File: src/rtl/alu_pkg.sv
package alu_pkg;

  localparam int OPC_W = 6;

  typedef enum logic [3:0] {
    FN_ADD   = 4'd0,
    FN_SUB   = 4'd1,
    FN_MUL   = 4'd2,
    FN_DIV   = 4'd3,
    FN_MOD   = 4'd4,
    FN_CMP   = 4'd5,
    FN_RSV6  = 4'd6,
    FN_RSV7  = 4'd7,
    FN_OR    = 4'd8,
    FN_AND   = 4'd9,
    FN_BIC   = 4'd10,
    FN_XOR   = 4'd11,
    FN_LSH   = 4'd12,
    FN_ASH   = 4'd13,
    FN_CHK   = 4'd14,
    FN_RSV15 = 4'd15
  } alu_fn_e;

  typedef enum logic [1:0] {
    SRC_REG  = 2'd0,
    SRC_SIMM = 2'd1,
    SRC_UIMM = 2'd2
  } opb_src_e;

endpackage

File: src/rtl/alu_decode.sv
module alu_decode
  import alu_pkg::*;
(
  input  logic [OPC_W-1:0] opcode,
  output alu_fn_e          fn,
  output opb_src_e         src,
  output logic             unsupported
);

  logic       legal;
  logic [3:0] low;

  always_comb begin
    fn    = FN_ADD;
    src   = SRC_REG;
    legal = 1'b0;
    low   = opcode[3:0];
    if (opcode[5] == 1'b0) begin
      // register form (0..15) and signed-immediate form (16..31)
      fn    = alu_fn_e'(low);
      src   = opcode[4] ? SRC_SIMM : SRC_REG;
      legal = !(low inside {4'd6, 4'd7, 4'd15});
    end else if (opcode == 6'd39) begin
      fn    = FN_CHK;
      src   = SRC_UIMM;
      legal = 1'b1;
    end else if (opcode >= 6'd54) begin
      src   = SRC_UIMM;
      legal = 1'b1;
      if (opcode <= 6'd59) fn = alu_fn_e'(4'(opcode - 6'd54));
      else                 fn = alu_fn_e'(4'(opcode - 6'd52));
    end
    unsupported = !legal || (fn inside {FN_DIV, FN_MOD});
  end

endmodule

File: src/rtl/alu_operand.sv
module alu_operand
  import alu_pkg::*;
#(
  parameter int DATA_W = 32,
  parameter int IMM_W  = 16
) (
  input  opb_src_e          src,
  input  logic [DATA_W-1:0] reg_val,
  input  logic [IMM_W-1:0]  imm,
  output logic [DATA_W-1:0] opb
);

  localparam int EXT_W = DATA_W - IMM_W;

  logic [DATA_W-1:0] simm_val;
  logic [DATA_W-1:0] uimm_val;

  generate
    if (EXT_W > 0) begin : g_extend
      assign simm_val = {{EXT_W{imm[IMM_W-1]}}, imm};
      assign uimm_val = {{EXT_W{1'b0}}, imm};
    end else begin : g_trunc
      assign simm_val = imm[DATA_W-1:0];
      assign uimm_val = imm[DATA_W-1:0];
    end
  endgenerate

  always_comb begin
    unique case (src)
      SRC_SIMM: opb = simm_val;
      SRC_UIMM: opb = uimm_val;
      default:  opb = reg_val;
    endcase
  end

endmodule

File: src/rtl/alu_shifter.sv
module alu_shifter #(
  parameter int DATA_W = 32
) (
  input  logic [DATA_W-1:0] val,
  input  logic [DATA_W-1:0] amt,
  input  logic              arith,
  output logic [DATA_W-1:0] out
);

  localparam int SHW = $clog2(DATA_W);

  logic              go_left;
  logic [DATA_W-1:0] mag;
  logic              far;
  logic [SHW-1:0]    sh;
  logic              fill;

  always_comb begin
    go_left = !amt[DATA_W-1] && (amt != '0);
    mag     = go_left ? amt : (~amt + 1'b1);
    far     = |mag[DATA_W-1:SHW];
    sh      = mag[SHW-1:0];
    fill    = arith & val[DATA_W-1];
    if (go_left) begin
      out = far ? '0 : (val << sh);
    end else if (far) begin
      out = {DATA_W{fill}};
    end else if (arith) begin
      out = $unsigned($signed(val) >>> sh);
    end else begin
      out = val >> sh;
    end
  end

  always_comb begin
    if (amt == '0) AST_SHIFT_ZERO_KEEPS: assert (out == val);
    if (!arith && !go_left && amt != '0)
      AST_LOGIC_RIGHT_CLEARS_MSB: assert (!out[DATA_W-1]);
    if (arith && !go_left)
      AST_ARITH_RIGHT_SIGN: assert (out[DATA_W-1] == val[DATA_W-1]);
  end

endmodule

File: src/rtl/alu_arith.sv
module alu_arith
  import alu_pkg::*;
#(
  parameter int DATA_W = 32
) (
  input  alu_fn_e           fn,
  input  logic [DATA_W-1:0] a,
  input  logic [DATA_W-1:0] b,
  output logic [DATA_W-1:0] res,
  output logic              bound_bad
);

  logic [DATA_W-1:0] sum;
  logic [DATA_W-1:0] diff;
  logic [DATA_W-1:0] prod;
  logic [DATA_W-1:0] cmp_val;
  logic              a_lt_b;

  always_comb begin
    sum     = a + b;
    diff    = a - b;
    prod    = a * b;
    a_lt_b  = $signed(a) < $signed(b);
    if (a_lt_b)      cmp_val = '1;
    else if (a == b) cmp_val = '0;
    else             cmp_val = DATA_W'(1);
    bound_bad = a[DATA_W-1] || !a_lt_b;
    unique case (fn)
      FN_SUB:  res = diff;
      FN_MUL:  res = prod;
      FN_CMP:  res = cmp_val;
      default: res = sum;
    endcase
  end

endmodule

File: src/rtl/alu_core_bidir.sv
module alu_core_bidir
  import alu_pkg::*;
#(
  parameter int DATA_W = 32,
  parameter int IMM_W  = 16
) (
  input  logic [OPC_W-1:0]  opcode,
  input  logic [DATA_W-1:0] src_a,
  input  logic [DATA_W-1:0] src_b,
  input  logic [IMM_W-1:0]  imm,
  output logic [DATA_W-1:0] result,
  output logic              chk_fail,
  output logic              unsupported
);

  alu_fn_e           fn;
  opb_src_e          src;
  logic              unsup_d;
  logic [DATA_W-1:0] opb;
  logic [DATA_W-1:0] arith_res;
  logic              bound_bad;
  logic [DATA_W-1:0] shift_res;

  alu_decode u_decode (
    .opcode      (opcode),
    .fn          (fn),
    .src         (src),
    .unsupported (unsup_d)
  );

  alu_operand #(.DATA_W(DATA_W), .IMM_W(IMM_W)) u_operand (
    .src     (src),
    .reg_val (src_b),
    .imm     (imm),
    .opb     (opb)
  );

  alu_arith #(.DATA_W(DATA_W)) u_arith (
    .fn        (fn),
    .a         (src_a),
    .b         (opb),
    .res       (arith_res),
    .bound_bad (bound_bad)
  );

  alu_shifter #(.DATA_W(DATA_W)) u_shift (
    .val   (src_a),
    .amt   (opb),
    .arith (fn == FN_ASH),
    .out   (shift_res)
  );

  always_comb begin
    result      = '0;
    chk_fail    = 1'b0;
    unsupported = unsup_d;
    if (!unsup_d) begin
      unique case (fn)
        FN_ADD, FN_SUB, FN_MUL, FN_CMP: result = arith_res;
        FN_OR:   result = src_a | opb;
        FN_AND:  result = src_a & opb;
        FN_BIC:  result = src_a & ~opb;
        FN_XOR:  result = src_a ^ opb;
        FN_LSH, FN_ASH: result = shift_res;
        FN_CHK:  chk_fail = bound_bad;
        default: result = '0;
      endcase
    end
  end

  always_comb begin
    if (unsupported) AST_UNSUP_QUIET: assert (result == '0 && !chk_fail);
    if (!unsupported && fn == FN_CMP)
      AST_CMP_TRISTATE: assert (result == '0 || result == '1 || result == DATA_W'(1));
    if (!unsupported && fn == FN_BIC)
      AST_BIC_DISJOINT: assert ((result & opb) == '0);
    if (!unsupported && fn == FN_CHK && !chk_fail)
      AST_CHK_PASS_NONNEG: assert (!src_a[DATA_W-1]);
    if (chk_fail) AST_CHK_ONLY_ON_CHECK: assert (fn == FN_CHK);
  end

endmodule

File: config.mk
export PLATFORM = sky130hd
export DESIGN_NAME = alu_core_bidir
export DESIGN_NICKNAME = d
export VERILOG_FILES = /design/src/rtl/alu_pkg.sv /design/src/rtl/alu_decode.sv /design/src/rtl/alu_operand.sv /design/src/rtl/alu_shifter.sv /design/src/rtl/alu_arith.sv /design/src/rtl/alu_core_bidir.sv
export SDC_FILE = /design/constraint.sdc
export NUM_CORES = 2
export LEC_CHECK = 0
export BUFFER_PORTS_ARGS = -buffer_cell sky130_fd_sc_hd__buf_4
export CAP_MARGIN = 20
export CORE_MARGIN = 2
export CORE_UTILIZATION = 45
export DETAILED_ROUTE_END_ITERATION = 8
export SLEW_MARGIN = 20
export SYNTH_ARGS = -nofsm -noshare
export SYNTH_HDL_FRONTEND = slang
export SYNTH_SLANG_ARGS = --single-unit
export TNS_END_PERCENT = 10
File: constraint.sdc
create_clock -name vclk -period 14.48
set_input_delay 2.896 -clock vclk [all_inputs]
set_output_delay 2.896 -clock vclk [all_outputs]
set_load 0.005 [all_outputs]
==> impl_metrics.csv <==
group,metric,value,unit
run_status,status,"finished, final reports clean",
worst_setup_path,end_kind,"output pin",
timing,setup_viol,0,
timing,slew_viol_final,0,
timing,relSlewSlack,15.2,%
worst_setup_path,slowest_stage,"fa_1",
worst_setup_path,critPathMaxStageDelay,0.58,ns
global_route,antenna_found_initial,4,
global_route,grt_usage,46.8,%
timing,hold_viol_final,0,
worst_setup_path,cp-startpoint,"opcode[5]",
layout,post-route-util,51.5,%
floorplanning,ios,120,
place,place_ws,-0.273,ns
synth,yosysSeqAreaShare,0,%
detailed_routing,wl,150000,um
global_route,grt_pass1_wl,213000,um
detailed_routing,drt_iter0_drc,4325,
layout,register_area,0,um2
detailed_routing,wire_per_inst,32.5,um
worst_setup_path,cp_common_cell,"fa_1",
global_route,grt_pass1_vias,29800,
synth,synth_warnings,0,
detailed_routing,drcViolationCount,0,
worst_hold_path,worstHoldStart,"opcode[0]",
layout,n_fill_cell,6023,
synth,avgSynthCellArea,7.48,um2
timing,post-route-period-util,98.9,%
place,dp_hpwl,120000,um
floorplanning,core,60200,um2
floorplanning,start_util,45.5,%
floorplanning,fp.dieW,251,um
timing,period_needed,14.32,ns
cts,cts-hold-fix-buffers,0,
run,max-cap-violations,0,
timing,rsz0062_at_grt,"yes",
floorplanning,die_area,62900,um2
timing,setup_ws,0.162,ns
layout,layout_commonest_cell,"inv_1",
layout,layout_common_cells,"inv_1, nor2_1, fa_1, buf_4, nand2_1",
detailed_routing,drt_first_pass_iters,6,
layout,finalNetCount,4565,
timing,max_freq,69.8,MHz
timing,hold-worst-slack,6.50,ns
detailed_routing,num_vias,30400,
worst_setup_path,path_class,"input pin to output pin",
worst_hold_path,hold_path_class,"input pin to output pin",
global_route,grt_max_degree,64,
timing,tightest_slew,1.27,ns
floorplanning,fp.dieH,251,um
layout,nClkBuffers,0,
worst_setup_path,crit_arrival,11.42,ns
layout,area_growth,13.1,%
worst_setup_path,startpoint_type,"input pin",
detailed_routing,vias_per_cell,6.59,
place,place_congestion,1.13,
worst_setup_path,worstPathRequired,11.58,ns
place,portBuffers,120,
synth,syn_inst,3664,
global_route,gr-total-overflow,0,
detailed_routing,drtAntennaViolNets,0,
synth,syn_nets,4392,
layout,drive_gt1_share,15.1,%
synth,yosysUniqueCellTypes,108,
synth,netlist_area,27400,um2
floorplanning,rows,90,
worst_setup_path,cp_max_fo,10,
layout,design.seq.count,0,
## Yosys cell counts, types with 37 or more instances
cell type	instances	area (um2)
xnor2_1	134	1170
o21ai_0	135	676
o22ai_1	42	263
nor2_1	455	1710
nand3_1	80	400
a31oi_1	42	263
fa_1	410	8210
clkbuf_1	150	563
ha_1	232	2900
inv_1	475	1780
buf_2	47	235
nor3_1	89	445
o221ai_1	40	350
mux2i_1	37	370
o211ai_1	43	323
nand2_1	376	1410
a21oi_1	203	1020
## cells by family after synthesis
family | synth area share [%]
simple gates | 19.3
compound gates | 21.3
buf+inv | 11.2
fa+ha+maj | 40.5
xor+xnor | 5.12
mux | 2.57
## what timing repair did
item                       in CTS  in global routing
pin swaps                       3                 42
setup endpoints to repair       3                  9
gates resized for setup        13                 71
gates cloned                    0                  2
setup buffers                   5                 29
## path summary, 6_finish.rpt
check	depth (start not counted)	slack, ns	endpoint
worst min-delay path	5	6.50	unsupported
worst max-delay path	36	0.16	result[30]
## cell type report
cell class / instances / area (um2) / area share, %
well taps: 782 / 978 / 3.16
inverters: 502 / 1940 / 6.25
multi-input cells: 2913 / 24700 / 79.7
diodes: 2 / 5.00 / 0.0161
repair buffers: 420 / 3380 / 10.9
## critical path: cells and delay by family
family,cells,cell delay [ns]
AOI/OAI and AO/OA,12,2.54
muxes,1,0.34
adders and majority gates,9,4.23
and+or+nand+nor,2,0.24
buffers and inverters,11,0.99
xor gates and xnor gates,1,0.16
## per-layer routing
| layer | GRT usage, % | routed length [um] |
|---|---|---|
| met4 | 32.0 | 13800 |
| met5 | 0 | 23 |
| met2 | 70.0 | 62400 |
| met3 | 12.2 | 18500 |
| met1 | 59.2 | 55600 |
## metrics by stage
stage / cell area [um2] / instances / setup TNS, ns
after floorplan: 27400 / 3664 / 0
after detailed placement: 30300 / 4581 / -0.501
final: 31000 / 4619 / 0
after global routing: 31000 / 4617 / -0.0363
after global placement: 30300 / 4581 / -0.292
after CTS: 30400 / 4586 / 0
